## src/rtl/tsc_pkg.sv

```systemverilog
package tsc_pkg;
  localparam int RES_W  = 12;
  localparam int BYTE_W = 8;
  localparam int CH_W   = 3;
  localparam int N_CH   = 1 << CH_W;
  localparam int HI_W   = BYTE_W - 1;
  localparam int LO_W   = RES_W - HI_W;

  typedef enum logic [1:0] {
    PH_IDLE,
    PH_HI,
    PH_LO,
    PH_ZERO
  } phase_e;

  localparam logic [CH_W-1:0] CH_Y = CH_W'(1);
  localparam logic [CH_W-1:0] CH_X = CH_W'(5);
endpackage

```

## src/rtl/tsc_ctrl_track.sv

```systemverilog
module tsc_ctrl_track
  import tsc_pkg::*;
(
  input  logic                clk_i,
  input  logic                rst_ni,
  input  logic                xfer_i,
  input  logic [BYTE_W-1:0]   rx_byte_i,
  input  logic                clr_i,
  output phase_e              phase_o,
  output logic [CH_W-1:0]     chan_o
);
  phase_e          phase_q;
  logic [CH_W-1:0] chan_q;
  logic            is_cmd;

  assign is_cmd = rx_byte_i[BYTE_W-1];

  always_ff @(posedge clk_i or negedge rst_ni) begin
    if (!rst_ni) begin
      phase_q <= PH_IDLE;
      chan_q  <= '0;
    end else if (clr_i) begin
      phase_q <= PH_IDLE;
    end else if (xfer_i) begin
      if (is_cmd) begin
        phase_q <= PH_HI;
        chan_q  <= rx_byte_i[BYTE_W-2 -: CH_W];
      end else begin
        unique case (phase_q)
          PH_HI:   phase_q <= PH_LO;
          PH_LO:   phase_q <= PH_ZERO;
          default: phase_q <= phase_q;
        endcase
      end
    end
  end

  assign phase_o = phase_q;
  assign chan_o  = chan_q;


  ctl_latch_chk: assert property (@(posedge clk_i) disable iff (!rst_ni)
    xfer_i && is_cmd && !clr_i |=>
      phase_q == PH_HI && chan_q == $past(rx_byte_i[BYTE_W-2 -: CH_W]));


  clr_idle_chk: assert property (@(posedge clk_i) disable iff (!rst_ni)
    clr_i |=> phase_q == PH_IDLE);


  noncmd_keep_chk: assert property (@(posedge clk_i) disable iff (!rst_ni)
    xfer_i && !is_cmd && !clr_i && phase_q == PH_ZERO |=>
      phase_q == PH_ZERO && $stable(chan_q));


  idle_keep_chk: assert property (@(posedge clk_i) disable iff (!rst_ni)
    phase_q == PH_IDLE && !(xfer_i && is_cmd) |=> phase_q == PH_IDLE);
endmodule

```

## src/rtl/tsc_chan_mux.sv

```systemverilog
module tsc_chan_mux
  import tsc_pkg::*;
#(
  parameter logic [RES_W-1:0] STUB_X = '0,
  parameter logic [RES_W-1:0] STUB_Y = '1
) (
  input  logic [CH_W-1:0]       chan_i,
  input  logic [N_CH*RES_W-1:0] chan_val_i,
  output logic [RES_W-1:0]      sample_o
);
  logic [RES_W-1:0] val_arr [N_CH];

  for (genvar c = 0; c < N_CH; c++) begin : g_ch
    if (c == int'(CH_X)) begin : g_x
      assign val_arr[c] = STUB_X;
    end else if (c == int'(CH_Y)) begin : g_y
      assign val_arr[c] = STUB_Y;
    end else begin : g_in
      assign val_arr[c] = chan_val_i[c*RES_W +: RES_W];
    end
  end

  assign sample_o = val_arr[chan_i];
endmodule

```

## src/rtl/tsc_resp_fmt.sv

```systemverilog
module tsc_resp_fmt
  import tsc_pkg::*;
(
  input  logic              clk_i,
  input  logic              rst_ni,
  input  logic              xfer_i,
  input  phase_e            phase_i,
  input  logic [RES_W-1:0]  sample_i,
  output logic [BYTE_W-1:0] resp_byte_o,
  output logic              resp_valid_o
);
  logic [RES_W-1:0]  held_q;
  logic [BYTE_W-1:0] resp_d;

  // response depends only on state before the incoming byte
  always_comb begin
    unique case (phase_i)
      PH_HI:   resp_d = {1'b0, sample_i[RES_W-1 -: HI_W]};
      PH_LO:   resp_d = {held_q[LO_W-1:0], {(BYTE_W-LO_W){1'b0}}};
      default: resp_d = '0;
    endcase
  end

  always_ff @(posedge clk_i or negedge rst_ni) begin
    if (!rst_ni) begin
      held_q       <= '0;
      resp_byte_o  <= '0;
      resp_valid_o <= 1'b0;
    end else begin
      resp_valid_o <= xfer_i;
      if (xfer_i) begin
        resp_byte_o <= resp_d;
        if (phase_i == PH_HI) held_q <= sample_i;
      end
    end
  end


  valid_rise_chk: assert property (@(posedge clk_i) disable iff (!rst_ni)
    xfer_i |=> resp_valid_o);


  valid_quiet_chk: assert property (@(posedge clk_i) disable iff (!rst_ni)
    !xfer_i |=> !resp_valid_o && $stable(resp_byte_o));


  hi_msb_chk: assert property (@(posedge clk_i) disable iff (!rst_ni)
    xfer_i && phase_i == PH_HI |=> !resp_byte_o[BYTE_W-1]);


  lo_pad_chk: assert property (@(posedge clk_i) disable iff (!rst_ni)
    xfer_i && phase_i == PH_LO |=> resp_byte_o[BYTE_W-LO_W-1:0] == '0);


  zero_resp_chk: assert property (@(posedge clk_i) disable iff (!rst_ni)
    xfer_i && (phase_i == PH_ZERO || phase_i == PH_IDLE) |=> resp_byte_o == '0);
endmodule

```

## src/rtl/tsc_spi_resp.sv

```systemverilog
module tsc_spi_resp
  import tsc_pkg::*;
#(
  parameter logic [RES_W-1:0] STUB_X = '0,
  parameter logic [RES_W-1:0] STUB_Y = '1
) (
  input  logic                  clk_i,
  input  logic                  rst_ni,
  input  logic                  xfer_i,
  input  logic [BYTE_W-1:0]     rx_byte_i,
  input  logic                  cs_end_i,
  input  logic                  hold_i,
  input  logic [N_CH*RES_W-1:0] chan_val_i,
  output logic [BYTE_W-1:0]     resp_byte_o,
  output logic                  resp_valid_o
);
  phase_e           phase;
  logic [CH_W-1:0]  chan;
  logic [RES_W-1:0] sample;
  logic             clr;

  assign clr = cs_end_i & ~hold_i;

  tsc_ctrl_track u_track (
    .clk_i     (clk_i),
    .rst_ni    (rst_ni),
    .xfer_i    (xfer_i),
    .rx_byte_i (rx_byte_i),
    .clr_i     (clr),
    .phase_o   (phase),
    .chan_o    (chan)
  );

  tsc_chan_mux #(
    .STUB_X (STUB_X),
    .STUB_Y (STUB_Y)
  ) u_mux (
    .chan_i     (chan),
    .chan_val_i (chan_val_i),
    .sample_o   (sample)
  );

  tsc_resp_fmt u_fmt (
    .clk_i        (clk_i),
    .rst_ni       (rst_ni),
    .xfer_i       (xfer_i),
    .phase_i      (phase),
    .sample_i     (sample),
    .resp_byte_o  (resp_byte_o),
    .resp_valid_o (resp_valid_o)
  );


  hold_keep_chk: assert property (@(posedge clk_i) disable iff (!rst_ni)
    cs_end_i && hold_i && !xfer_i |=> $stable(phase) && $stable(chan));
endmodule

```

## config.mk

```make
export PLATFORM = sky130hd
export DESIGN_NAME = tsc_spi_resp
export DESIGN_NICKNAME = d
export VERILOG_FILES = /design/src/rtl/tsc_pkg.sv /design/src/rtl/tsc_ctrl_track.sv /design/src/rtl/tsc_chan_mux.sv /design/src/rtl/tsc_resp_fmt.sv /design/src/rtl/tsc_spi_resp.sv
export SDC_FILE = /design/constraint.sdc
export NUM_CORES = 1
export LEC_CHECK = 0
export BUFFER_PORTS_ARGS = -buffer_cell sky130_fd_sc_hd__buf_2
export CAP_MARGIN = 15
export CELL_PAD_IN_SITES_DETAIL_PLACEMENT = 0
export CELL_PAD_IN_SITES_GLOBAL_PLACEMENT = 1
export CORE_AREA = 2 2 75 77
export DETAILED_ROUTE_END_ITERATION = 8
export DIE_AREA = 0 0 77 79
export GPL_TIMING_DRIVEN = 0
export PLACE_DENSITY_LB_ADDON = 0.12
export SLEW_MARGIN = 20
export SYNTH_ARGS = -nofsm -noshare
export SYNTH_HDL_FRONTEND = slang
export SYNTH_HIERARCHICAL = 1
export SYNTH_SLANG_ARGS = --single-unit
```

## constraint.sdc

```tcl
create_clock -name clk_i -period 3.2 [get_ports clk_i]
set_input_delay 0.64 -clock clk_i [delete_from_list [all_inputs] [get_ports clk_i]]
set_output_delay 0.64 -clock clk_i [all_outputs]
set_load 0.1 [all_outputs]
```

Word level (Yosys, flattened, before mapping)
Index checks and enable logic that the tools add are counted.

word-level totals
  bits in registers = 19
  input bits = 109
  output and inout port bits = 9
  logic and storage cells = 25

cells by class
  magnitude comparators = 1
  equality and inequality tests = 2
  mux-type cells = 8
  bitwise logic cells = 4
  reduce and logical (&&, ||, !) cells = 5

operators with widths
  operator            number
  $bmux 12 s3         1
  $mux 12             2
  $pmux 8 s2          1
  $mux 2              3
  $ge 4x4->1 const B  1
  $not 3->4           1
  $pmux 2 s2          1
  $reduce_and 2->1    2
  $reduce_bool 4->1   1
  $reduce_and 3->1    1
  $eq 2x1->1 const B  1
  $eq 2x2->1 const B  1
  $not 1->1           2
  $reduce_bool 2->1   1
  $and 1x1->1         1

Depth between registers and ports, before layout
  depth in word-level cells = 5
  mapped depth = 7
  mapped depth without buffers = 5

Modules after synthesis
The synthesis kept the hierarchy.

modules (own cells, without submodules)
  module          times used  cells each  area an instance (µm²)
  tsc_chan_mux    1           72          641.9
  tsc_resp_fmt    1           51          611.8
  tsc_ctrl_track  1           18          252.7
  tsc_spi_resp    1           1           13.8

Worst setup path before layout
OpenSTA, ideal clock, no wires.

  kind = register to output
  from = register u_fmt.resp_byte_o[0]
  to = output port resp_byte_o[0]
  arrival time = 897 ps
  setup slack = 1663 ps
  stages on the path, launching flop included = 1
  path buffers = 0
  cells stage by stage = dfrtp_1

RTL lines
  what                    RTL line            RTL
  start, declared         tsc_resp_fmt.sv:9   output logic [BYTE_W-1:0] resp_byte_o,
  start signal, assigned  tsc_resp_fmt.sv:32  resp_byte_o <= resp_d;
  end, declared           tsc_spi_resp.sv:14  output logic [BYTE_W-1:0] resp_byte_o,

No word-level cell between the ends.

Worst setup path after layout
  from = register u_fmt.resp_byte_o[5]
  to = output port resp_byte_o[5]

No word-level cell between the ends.

==> results_dict.tcl <==
set metrics [dict create \
    grt_pass1_vias 1500 \
    finalHoldViolCount 0 \
    cts_tree "built" \
    vias 1422 \
    drtIter0Drc 40 \
    r2r_end "u_fmt/held_q[4]$_DFFE_PN0P_" \
    fp.coreArea_um2 5340 \
    slowest_delay_ns 0.43 \
    drt_drc_violations_left 0 \
    maxCapViolCount 0 \
    grt_pass1_wl_um 7180 \
    drv_slew 0 \
    switching_share_pct 48.7 \
    yosysTopAreaCellShare_pct 31.3 \
    crit_arrival_ns 1.04 \
    nFillCells 575 \
    fin_setup_tns_ns 0 \
    area_delta_synth_final_pct 38.2 \
    vias_per_cell 4.63 \
    hold-worst-slack_ns 0.320 \
    drive_above_1_share_pct 56.2 \
    start_util_pct 28.5 \
    ir_worst_vdd_mv 0.311 \
    grt_usage_pct 15.1 \
    path_delay_family "buffers and inverters" \
    antenna_found_initial 0 \
    p_clk_share_pct 11.4 \
    stdcell_count 307 \
    power_leakage_nw 1.05 \
    worst_r2r_path_depth 6 \
    ys_seq_area_share_pct 31.3 \
    cts_hold_buf 0 \
    path_clk_slew_ns 0.07 \
    p_seq_share_pct 26.0 \
    htree_levels 1 \
    period_share_pct 52.4 \
    syn_area_per_cell_um2 10.7 \
    cp_num_buf_inv 1 \
    grt_max_degree 20 \
    ys_warn_count 6 \
    n_antenna_cell 0 \
    clockBufferDepth 2 \
    fmax_mhz 597 \
    internal-power_w 0.000763 \
    grt-ovfl-total 0 \
    yosysMostFrequentCell "dfrtp_1" \
    cts_setup_buffers 0 \
    start_kind "register" \
    clock_skew_ns 0.000630 \
    ys_ff_latch 19 \
    synthTopCellsByCount "dfrtp_1, o22ai_1, mux2i_1" \
    rows 27 \
    path_class "register to output port" \
    cp-end-kind "output port" \
    clock-root-buffer "clkbuf_8" \
    dp.final_hpwl_um 3600 \
    syn_inst 142 \
    die_area_um2 6080 \
    gp_congestion 0.689 \
    outcome "finished clean" \
    synth_area_leaders "dfrtp_1, mux2i_1, a221oi_2" \
    die_w_um 77 \
    reg2reg_slack_ns 1.57 \
    path_cells "buf_2" \
    rsz0062_at_grt "no" \
    slew_headroom_pct 67.9 \
    cp_max_fo 2 \
    synth_area_leader_cell "dfrtp_1" \
    synth_area_um2 1520 \
    power.switching_w 0.000722 \
    critPathRequiredTime_ns 2.56 \
    firstDrtPassIters 4 \
    setup-violations-final 0 \
    die_y_um 79 \
    yosysUniqueCellTypes 32 \
    fin_nets 348 \
    hold_class "primary input to async pin" \
    route.detailed.wl_per_inst_um 14.3 \
    wl_um 4380 \
    cts_resized 0 \
    p_per_area_nw_per_um2 707 \
    p_comb_share_pct 62.6 \
    pin_count 118 \
    synth_nets 254 \
    r2r_start "u_track/chan_o[1]$_DFFE_PN0P_" \
    tightest_slew_ns 0.485 \
    detail-route-antenna-nets 0 \
    critPathSlowestCell "buf_2" \
    insertion_delay_ns 0.25 \
    cts_inserted_buffers 3 \
    clock_sinks 19 \
    async_flop_share_pct 100 \
    dominantRegCellSynth "dfrtp_1" \
    dp.cells 303 \
    min_period_ns 1.68 \
    io_buffers 89 \
    synth-edff-count 0 \
]
-- worst max path at each step --
stage / from / cells after the start / slack, ns / end
after global routing: u_track/chan_o[1]$_DFFE_PN0P_ / 7 / 1.38 / u_fmt/resp_byte_o[4]$_DFFE_PN0P_
final: u_fmt/resp_byte_o[5]$_DFFE_PN0P_ / 1 / 1.52 / resp_byte_o[5]
after CTS: u_fmt/resp_byte_o[5]$_DFFE_PN0P_ / 1 / 1.50 / resp_byte_o[5]
after detailed placement: chan_val_i[83] / 6 / 1.53 / u_fmt/resp_byte_o[6]$_DFFE_PN0P_
after floorplan: u_fmt/resp_byte_o[0]$_DFFE_PN0P_ / 0 / 1.66 / resp_byte_o[0]
after global placement: chan_val_i[76] / 5 / 1.53 / u_fmt/held_q[4]$_DFFE_PN0P_
-- cells in the final DEF (no fill, tap or decap), types with 2 or more instances in the layout --
master / count
a221oi_1: 4
nand2_1: 10
nand3_1: 3
o21ai_0: 4
ha_1: 3
a221oi_2: 8
dfrtp_1: 19
nand2_2: 3
buf_12: 2
mux2i_1: 12
nor2_1: 2
buf_2: 94
inv_1: 11
nand2b_1: 2
mux2_4: 8
mux2_1: 3
mux2_2: 9
clkbuf_8: 3
buf_6: 2
a22oi_1: 4
o22ai_1: 16
-- sequential cells by signal, indices dropped and copies added, names as in the netlist --
signal,cells
u_fmt/held_q,5
u_fmt/resp_valid_o,1
u_track/chan_o,3
u_fmt/resp_byte_o,8
u_track/phase_o,2
-- final cells by class --
cell class | instances | area, µm² | share of cell area [%]
repair buffers | 89 | 445 | 21.2
clock buffers | 4 | 45.0 | 2.14
multi-input cells | 102 | 908 | 43.2
plain buffers | 10 | 95.1 | 4.53
inverters | 11 | 41.3 | 1.97
well taps | 72 | 90.1 | 4.29
flip-flops and latches | 19 | 475 | 22.6
-- cell families (layout without fill, tap and decap cells) --
family	count (synthesis)	after routing	synth area share, %
muxes	32	32	24.7
and+or+nand+nor	27	27	10.7
AOI/OAI and AO/OA	40	40	21.9
adders and majority gates	3	3	2.47
DFF	19	19	31.3
buffers and inverters	21	114	8.97
-- through the flow --
stage | setup WS, ns | power [W] | utilization, % | cell area, µm²
6_report | 1.52 | 0.00149 | 39.4 | 2100
5_1_grt | 1.38 | 0.00159 | 39.4 | 2100
4_1_cts | 1.50 | 0.00151 | 39.4 | 2100
3_5_place_dp | 1.53 | 0.00133 | 38.5 | 2060
3_3_place_gp | 1.53 | 0.00133 | 38.5 | 2060
2_1_floorplan | 1.66 | 0.00113 | - | 1520
-- metal layers --
layer / GRT usage (%) / share of wire (%)
met1: 18.5 / 42
met2: 27.0 / 51
met3: 3.41 / 5.8
met4: 3.75 / 1.0
met5: 0 / 0
-- power by group through the flow --
stage | Combinational (W) | Sequential [W] | Clock (W)
final | 0.000930 | 0.000387 | 0.000169
after detailed placement | 0.000937 | 0.000393 | 0
after global routing | 0.00100 | 0.000398 | 0.000190
after CTS | 0.000940 | 0.000389 | 0.000179
after floorplan | 0.000450 | 0.000679 | 0
after global placement | 0.000938 | 0.000393 | 0
Note: power is estimated with default switching activity, not from simulation.
